[src/rtl/i2c_regfront_pkg.sv]
package i2c_regfront_pkg;
  localparam int FLAG_N   = 8;
  localparam int LIVE_LSB = 9;
  localparam int FLG_TBE  = 0;
  localparam int FLG_RBF  = 1;
  localparam int W1C_LSB  = 2;

  typedef enum logic [1:0] {
    REG_TXD = 2'd0,
    REG_RXD = 2'd1,
    REG_FLG = 2'd2,
    REG_IEN = 2'd3
  } reg_sel_e;
endpackage

[src/rtl/i2c_flag_bank.sv]
module i2c_flag_bank #(
  parameter int N = 8
) (
  input  logic         clk,
  input  logic         rst,
  input  logic         srst,
  input  logic [N-1:0] set,
  input  logic [N-1:0] clr,
  output logic [N-1:0] flags
);
  for (genvar i = 0; i < N; i++) begin : g_flag
    always_ff @(posedge clk) begin
      if (rst || srst)  flags[i] <= 1'b0;
      else if (set[i])  flags[i] <= 1'b1;
      else if (clr[i])  flags[i] <= 1'b0;
    end
  end
endmodule

[src/rtl/i2c_data_regs.sv]
module i2c_data_regs #(
  parameter int DATA_W = 8
) (
  input  logic              clk,
  input  logic              rst,
  input  logic              tx_we,
  input  logic              tx_room,
  input  logic [DATA_W-1:0] tx_din,
  input  logic              rx_we,
  input  logic [DATA_W-1:0] rx_din,
  output logic [DATA_W-1:0] tx_q,
  output logic [DATA_W-1:0] rx_q,
  output logic              ovr_q
);
  always_ff @(posedge clk) begin
    if (rst) begin
      tx_q  <= '0;
      rx_q  <= '0;
      ovr_q <= 1'b0;
    end else begin
      if (tx_we && tx_room)  tx_q  <= tx_din;
      if (tx_we && !tx_room) ovr_q <= 1'b1;
      if (rx_we)             rx_q  <= rx_din;
    end
  end
endmodule

[src/rtl/i2c_rd_mux.sv]
module i2c_rd_mux
  import i2c_regfront_pkg::*;
#(
  parameter int BUS_W  = 16,
  parameter int DATA_W = 8,
  parameter int N      = 8
) (
  input  logic              clk,
  input  logic              rst,
  input  logic              rd,
  input  reg_sel_e          sel,
  input  logic [DATA_W-1:0] tx_q,
  input  logic [DATA_W-1:0] rx_q,
  input  logic [N-1:0]      flags,
  input  logic [N-1:0]      ien,
  input  logic [3:0]        live,
  output logic [BUS_W-1:0]  rdata
);
  logic [BUS_W-1:0] rd_n;

  always_comb begin
    rd_n = '0;
    unique case (sel)
      REG_TXD: rd_n[DATA_W-1:0] = tx_q;
      REG_RXD: rd_n[DATA_W-1:0] = rx_q;
      REG_FLG: begin
        rd_n[N-1:0]                = flags;
        rd_n[LIVE_LSB+3:LIVE_LSB] = live;
      end
      REG_IEN: rd_n[N-1:0] = ien;
    endcase
  end

  always_ff @(posedge clk) begin
    if (rst)     rdata <= '0;
    else if (rd) rdata <= rd_n;
  end
endmodule

[src/rtl/i2c_regfront.sv]
module i2c_regfront
  import i2c_regfront_pkg::*;
#(
  parameter int BUS_W  = 16,
  parameter int DATA_W = 8
) (
  input  logic              clk,
  input  logic              rst,
  input  logic              soft_rst,
  input  logic [1:0]        addr,
  input  logic              wr,
  input  logic [BUS_W-1:0]  wdata,
  input  logic              rd,
  output logic [BUS_W-1:0]  rdata,
  input  logic [FLAG_N-1:0] ev_set,
  input  logic [DATA_W-1:0] rx_byte,
  input  logic              sda_low,
  input  logic              scl_low,
  input  logic              busy,
  input  logic              xmit,
  output logic [DATA_W-1:0] tx_byte,
  output logic              ovr_err,
  output logic              irq
);
  localparam int W1C_N = FLAG_N - W1C_LSB;

  reg_sel_e          sel;
  logic [FLAG_N-1:0] flag_q, flag_clr, ien_q;
  logic [DATA_W-1:0] rx_q;
  logic              tx_wr, flg_wr;
  logic              unused_hi;

  assign sel       = reg_sel_e'(addr);
  assign tx_wr     = wr && (sel == REG_TXD);
  assign flg_wr    = wr && (sel == REG_FLG);
  assign unused_hi = ^wdata[BUS_W-1:FLAG_N];

  assign flag_clr[FLAG_N-1:W1C_LSB] = wdata[FLAG_N-1:W1C_LSB] & {W1C_N{flg_wr}};
  assign flag_clr[FLG_RBF]          = rd && (sel == REG_RXD);
  assign flag_clr[FLG_TBE]          = tx_wr;

  always_ff @(posedge clk) begin
    if (rst)                      ien_q <= '0;
    else if (wr && sel == REG_IEN) ien_q <= wdata[FLAG_N-1:0];
  end

  assign irq = |(flag_q & ien_q);

  i2c_flag_bank #(.N(FLAG_N)) u_flags (
    .clk(clk), .rst(rst), .srst(soft_rst),
    .set(ev_set), .clr(flag_clr), .flags(flag_q)
  );

  i2c_data_regs #(.DATA_W(DATA_W)) u_data (
    .clk(clk), .rst(rst),
    .tx_we(tx_wr), .tx_room(flag_q[FLG_TBE]), .tx_din(wdata[DATA_W-1:0]),
    .rx_we(ev_set[FLG_RBF]), .rx_din(rx_byte),
    .tx_q(tx_byte), .rx_q(rx_q), .ovr_q(ovr_err)
  );

  i2c_rd_mux #(.BUS_W(BUS_W), .DATA_W(DATA_W), .N(FLAG_N)) u_rd (
    .clk(clk), .rst(rst), .rd(rd), .sel(sel),
    .tx_q(tx_byte), .rx_q(rx_q), .flags(flag_q), .ien(ien_q),
    .live({sda_low, scl_low, busy, xmit}), .rdata(rdata)
  );
endmodule

[config.mk]
export PLATFORM = sky130hd
export DESIGN_NAME = i2c_regfront
export DESIGN_NICKNAME = d
export VERILOG_FILES = /design/src/rtl/i2c_regfront_pkg.sv /design/src/rtl/i2c_flag_bank.sv /design/src/rtl/i2c_data_regs.sv /design/src/rtl/i2c_rd_mux.sv /design/src/rtl/i2c_regfront.sv
export SDC_FILE = /design/constraint.sdc
export NUM_CORES = 1
export LEC_CHECK = 0
export ABC_AREA = 1
export CAP_MARGIN = 20
export CORE_MARGIN = 1.5
export CORE_UTILIZATION = 46
export CTS_BUF_LIST = sky130_fd_sc_hd__clkbuf_8
export CTS_CLUSTER_DIAMETER = 200
export DETAILED_ROUTE_END_ITERATION = 8
export PLACE_DENSITY = 0.81
export SYNTH_ARGS = -nofsm -noshare
export SYNTH_HDL_FRONTEND = slang
export SYNTH_SLANG_ARGS = --single-unit
[constraint.sdc]
create_clock -name clk -period 1.1 [get_ports clk]
set_input_delay 0.165 -clock clk [delete_from_list [all_inputs] [get_ports clk]]
set_output_delay 0.165 -clock clk [all_outputs]
set_load 0.01 [all_outputs]
==> flow_metrics.env <==
export IMPL_fmaxAchievable_ghz=0.748
export IMPL_synth_edf_count=0
export IMPL_viasPerCell=5.28
export IMPL_placed_area_um2=2790
export IMPL_ir_drop_v=0.000871
export IMPL_gp_congestion=0.907
export IMPL_first_pass_iters=6
export IMPL_yosysWarnings=0
export IMPL_core_um2=4060
export IMPL_crit_arrival_ns=1.17
export IMPL_grt_start_max_net_pins=25
export IMPL_status="complete, but fails checks"
export IMPL_die_y_um=68.5
export IMPL_finalSetupTns_ns=-0.237
export IMPL_cts_buffers=5
export IMPL_drv_slew=0
export IMPL_synth_seq_area_share=0.457
export IMPL_hold_class="input port to flop"
export IMPL_failed_checks="setup timing"
export IMPL_hpwl_um=4240
export IMPL_holdBufCountCts=0
export IMPL_fp_dieW_um=68.5
export IMPL_cap_violations=0
export IMPL_final_area_um2=2960
export IMPL_fin_crit_sh=1.22
export IMPL_antenna_found_initial=0
export IMPL_clk_pin_slew_worst_paths_ns=0.09
export IMPL_required_ns=0.94
export IMPL_synth_cells=269
export IMPL_grt_pass1_vias=1928
export IMPL_pin_count=69
export IMPL_cts_sinks=45
export IMPL_leakage_nw=1.23
export IMPL_nNetsFinal=407
export IMPL_dr_total_vias=2191
export IMPL_wl_um=5860
export IMPL_p_per_area_nw_per_um2=1150
export IMPL_ant_nets=0
export IMPL_clock_latency_ns=0.30
export IMPL_drive_gt1_frac=0.222
export IMPL_hold_viol_final=0
export IMPL_synth_area_per_cell_um2=7.34
export IMPL_die_area_um2=4690
export IMPL_drtIter0Drc=144
export IMPL_grt_overflow_total=0
export IMPL_grt_total_usage=0.256
export IMPL_drc=0
export IMPL_worst_setup_path_start_kind="flop"
export IMPL_critPathSlowestCell="dfxtp_2"
export IMPL_avgRoutedWirePerCell_um=14.1
export IMPL_postSynth_asyncResetShare=0
export IMPL_grt_pass1_wl_um=8790
export IMPL_crit_type="flop to primary output"
export IMPL_synth_main_ff_cell="dfxtp_1"
export IMPL_worstSetupEndpointType="primary output"
export IMPL_h_tree_depth=2
export IMPL_finalClockSkew_ns=0.00789
export IMPL_num_antenna_cells=0
export IMPL_setup_viol=1
export IMPL_cp_max_fo=2
export IMPL_synth_distinct_cells=21
export IMPL_syn2layout_area_growth_pct=50.2
export IMPL_setup_ws_ns=-0.237
export IMPL_syn_area_um2=1970
export IMPL_start_util=0.486
export IMPL_root_buffer="clkbuf_8"
export IMPL_path_cells="nand2_1, nand4_1, or2_4, buf_6"
export IMPL_yosys_register_bits=45
export IMPL_critPathMaxStageDelay_ns=0.33
export IMPL_port_buffers=56
export IMPL_rsz0062_at_grt="true"
export IMPL_num_rows=23
export IMPL_clock_path_buffers=2
export IMPL_min_period_ns=1.34
export IMPL_cts_tree="done"
Yosys cell counts (3+ instances only):
cell type | number | share of area
nand2_1 | 52 | 0.099
dfxtp_1 | 45 | 0.46
a21oi_1 | 42 | 0.11
nand3_1 | 41 | 0.10
nor2_1 | 24 | 0.046
o21ai_0 | 12 | 0.030
inv_1 | 10 | 0.019
o21bai_1 | 8 | 0.030
buf_4 | 7 | 0.027
clkbuf_1 | 7 | 0.013
inv_2 | 4 | 0.0076
nand2_2 | 3 | 0.0095
routing by layer:
metal / track usage / share of wire / up-vias
li1: - / - / 1076
met1: 0.321 / 0.43 / 1001
met2: 0.436 / 0.49 / 98
met3: 0.0471 / 0.070 / 16
met4: 0.0925 / 0.015 / 0
met5: 0 / 0 / -
per-stage QoR:
stage	hold slack [ns]	total power, mW	cells	setup slack, ns	util
detailed placement	0.455	2.34	399	-0.439	0.688
floorplan	0.282	2.03	272	0.125	-
finish	0.348	3.42	415	-0.237	0.730
global placement	0.455	2.32	399	-0.399	0.688
global route	0.367	3.56	415	-0.275	0.730
CTS	0.408	3.39	408	-0.239	0.710
layout by cell type, fill, tap and decap left out, types with 2 or more instances in the layout:
master,instances
inv_2,4
clkbuf_2,3
nand2_2,6
a21oi_1,41
clkdlybuf4s15_1,17
a21oi_2,3
dlymetal6s2s_1,2
o21ai_0,12
inv_1,8
buf_6,2
clkdlybuf4s50_1,30
buf_4,43
nor2_4,2
nor2_1,24
nand3_1,41
clkinvlp_4,3
dfxtp_2,4
o21bai_1,8
dfxtp_1,41
clkbuf_8,6
nand2_1,49
nand4_1,2
conb_1,4
dlygate4sd2_1,3
path summary, 6_finish.rpt:
path	from	endpoint	slack, ns	cells past startpoint
setup reg to reg	u_flags.flags[6]$_SDFFE_PP0P_	u_rd.rdata[6]$_SDFFE_PP0P_	0.11	5
hold reg to reg	u_rd.rdata[6]$_SDFFE_PP0P_	u_rd.rdata[6]$_SDFFE_PP0P_	0.47	2
hold / removal	rd	u_rd.rdata[12]$_SDFFE_PP0P_	0.35	3
setup / recovery	ien_q[4]$_SDFFE_PP0P_	irq	-0.24	4
flip-flops by register name, summed over array words and instances, names as in the netlist:
signal and flops:
u_data.ovr_q 1, u_data.tx_q 8, u_rd.rdata 12, ien_q 8
u_data.rx_q 8, u_flags.flags 8
repair_timing:
action | 4_1_cts | 5_1_grt
setup buffers | 1 | 6
gates cloned | 0 | 1
pin swaps | 1 | 1
endpoints found under the setup margin | 56 | 30
resized for setup | 33 | 32
hold endpoints to repair | 0 | 0
worst max-delay path: cells and delay by family, from the launching register on:
family | cells | cell delay [ns]
AND/OR/NAND/NOR | 3 | 0.42
flip-flops | 1 | 0.33
buffers and inverters | 1 | 0.12
report_power, final:
| part | switching [mW] | total, mW | internal [mW] | leakage [nW] |
|---|---|---|---|---|
| Combinational | 0.290 | 0.591 | 0.301 | 0.808 |
| Sequential | 0.0373 | 1.74 | 1.70 | 0.370 |
| Clock | 0.578 | 1.10 | 0.517 | 0.0478 |
| Total | 0.905 | 3.42 | 2.52 | 1.23 |
area by class of cell:
cell class,instances,area [um^2]
Fill cell,324,1090
Multi-Input combinational cell,195,941
Sequential cell,45,906
Timing Repair Buffer,101,887
Clock buffer,6,82.6
Inverter,15,63.8
Tap cell,50,62.6
Clock inverter,2,16.3
Timing Repair inverter,1,5.00
cells by family after synthesis:
logic type / Yosys count / synth area share
and+or+nand+nor: 126 / 0.282
AOI/OAI and AO/OA: 65 / 0.180
buffers and inverters: 32 / 0.0793
DFF: 45 / 0.457
other: 1 / 0.00190
Note: power is estimated with default switching activity, not from simulation.
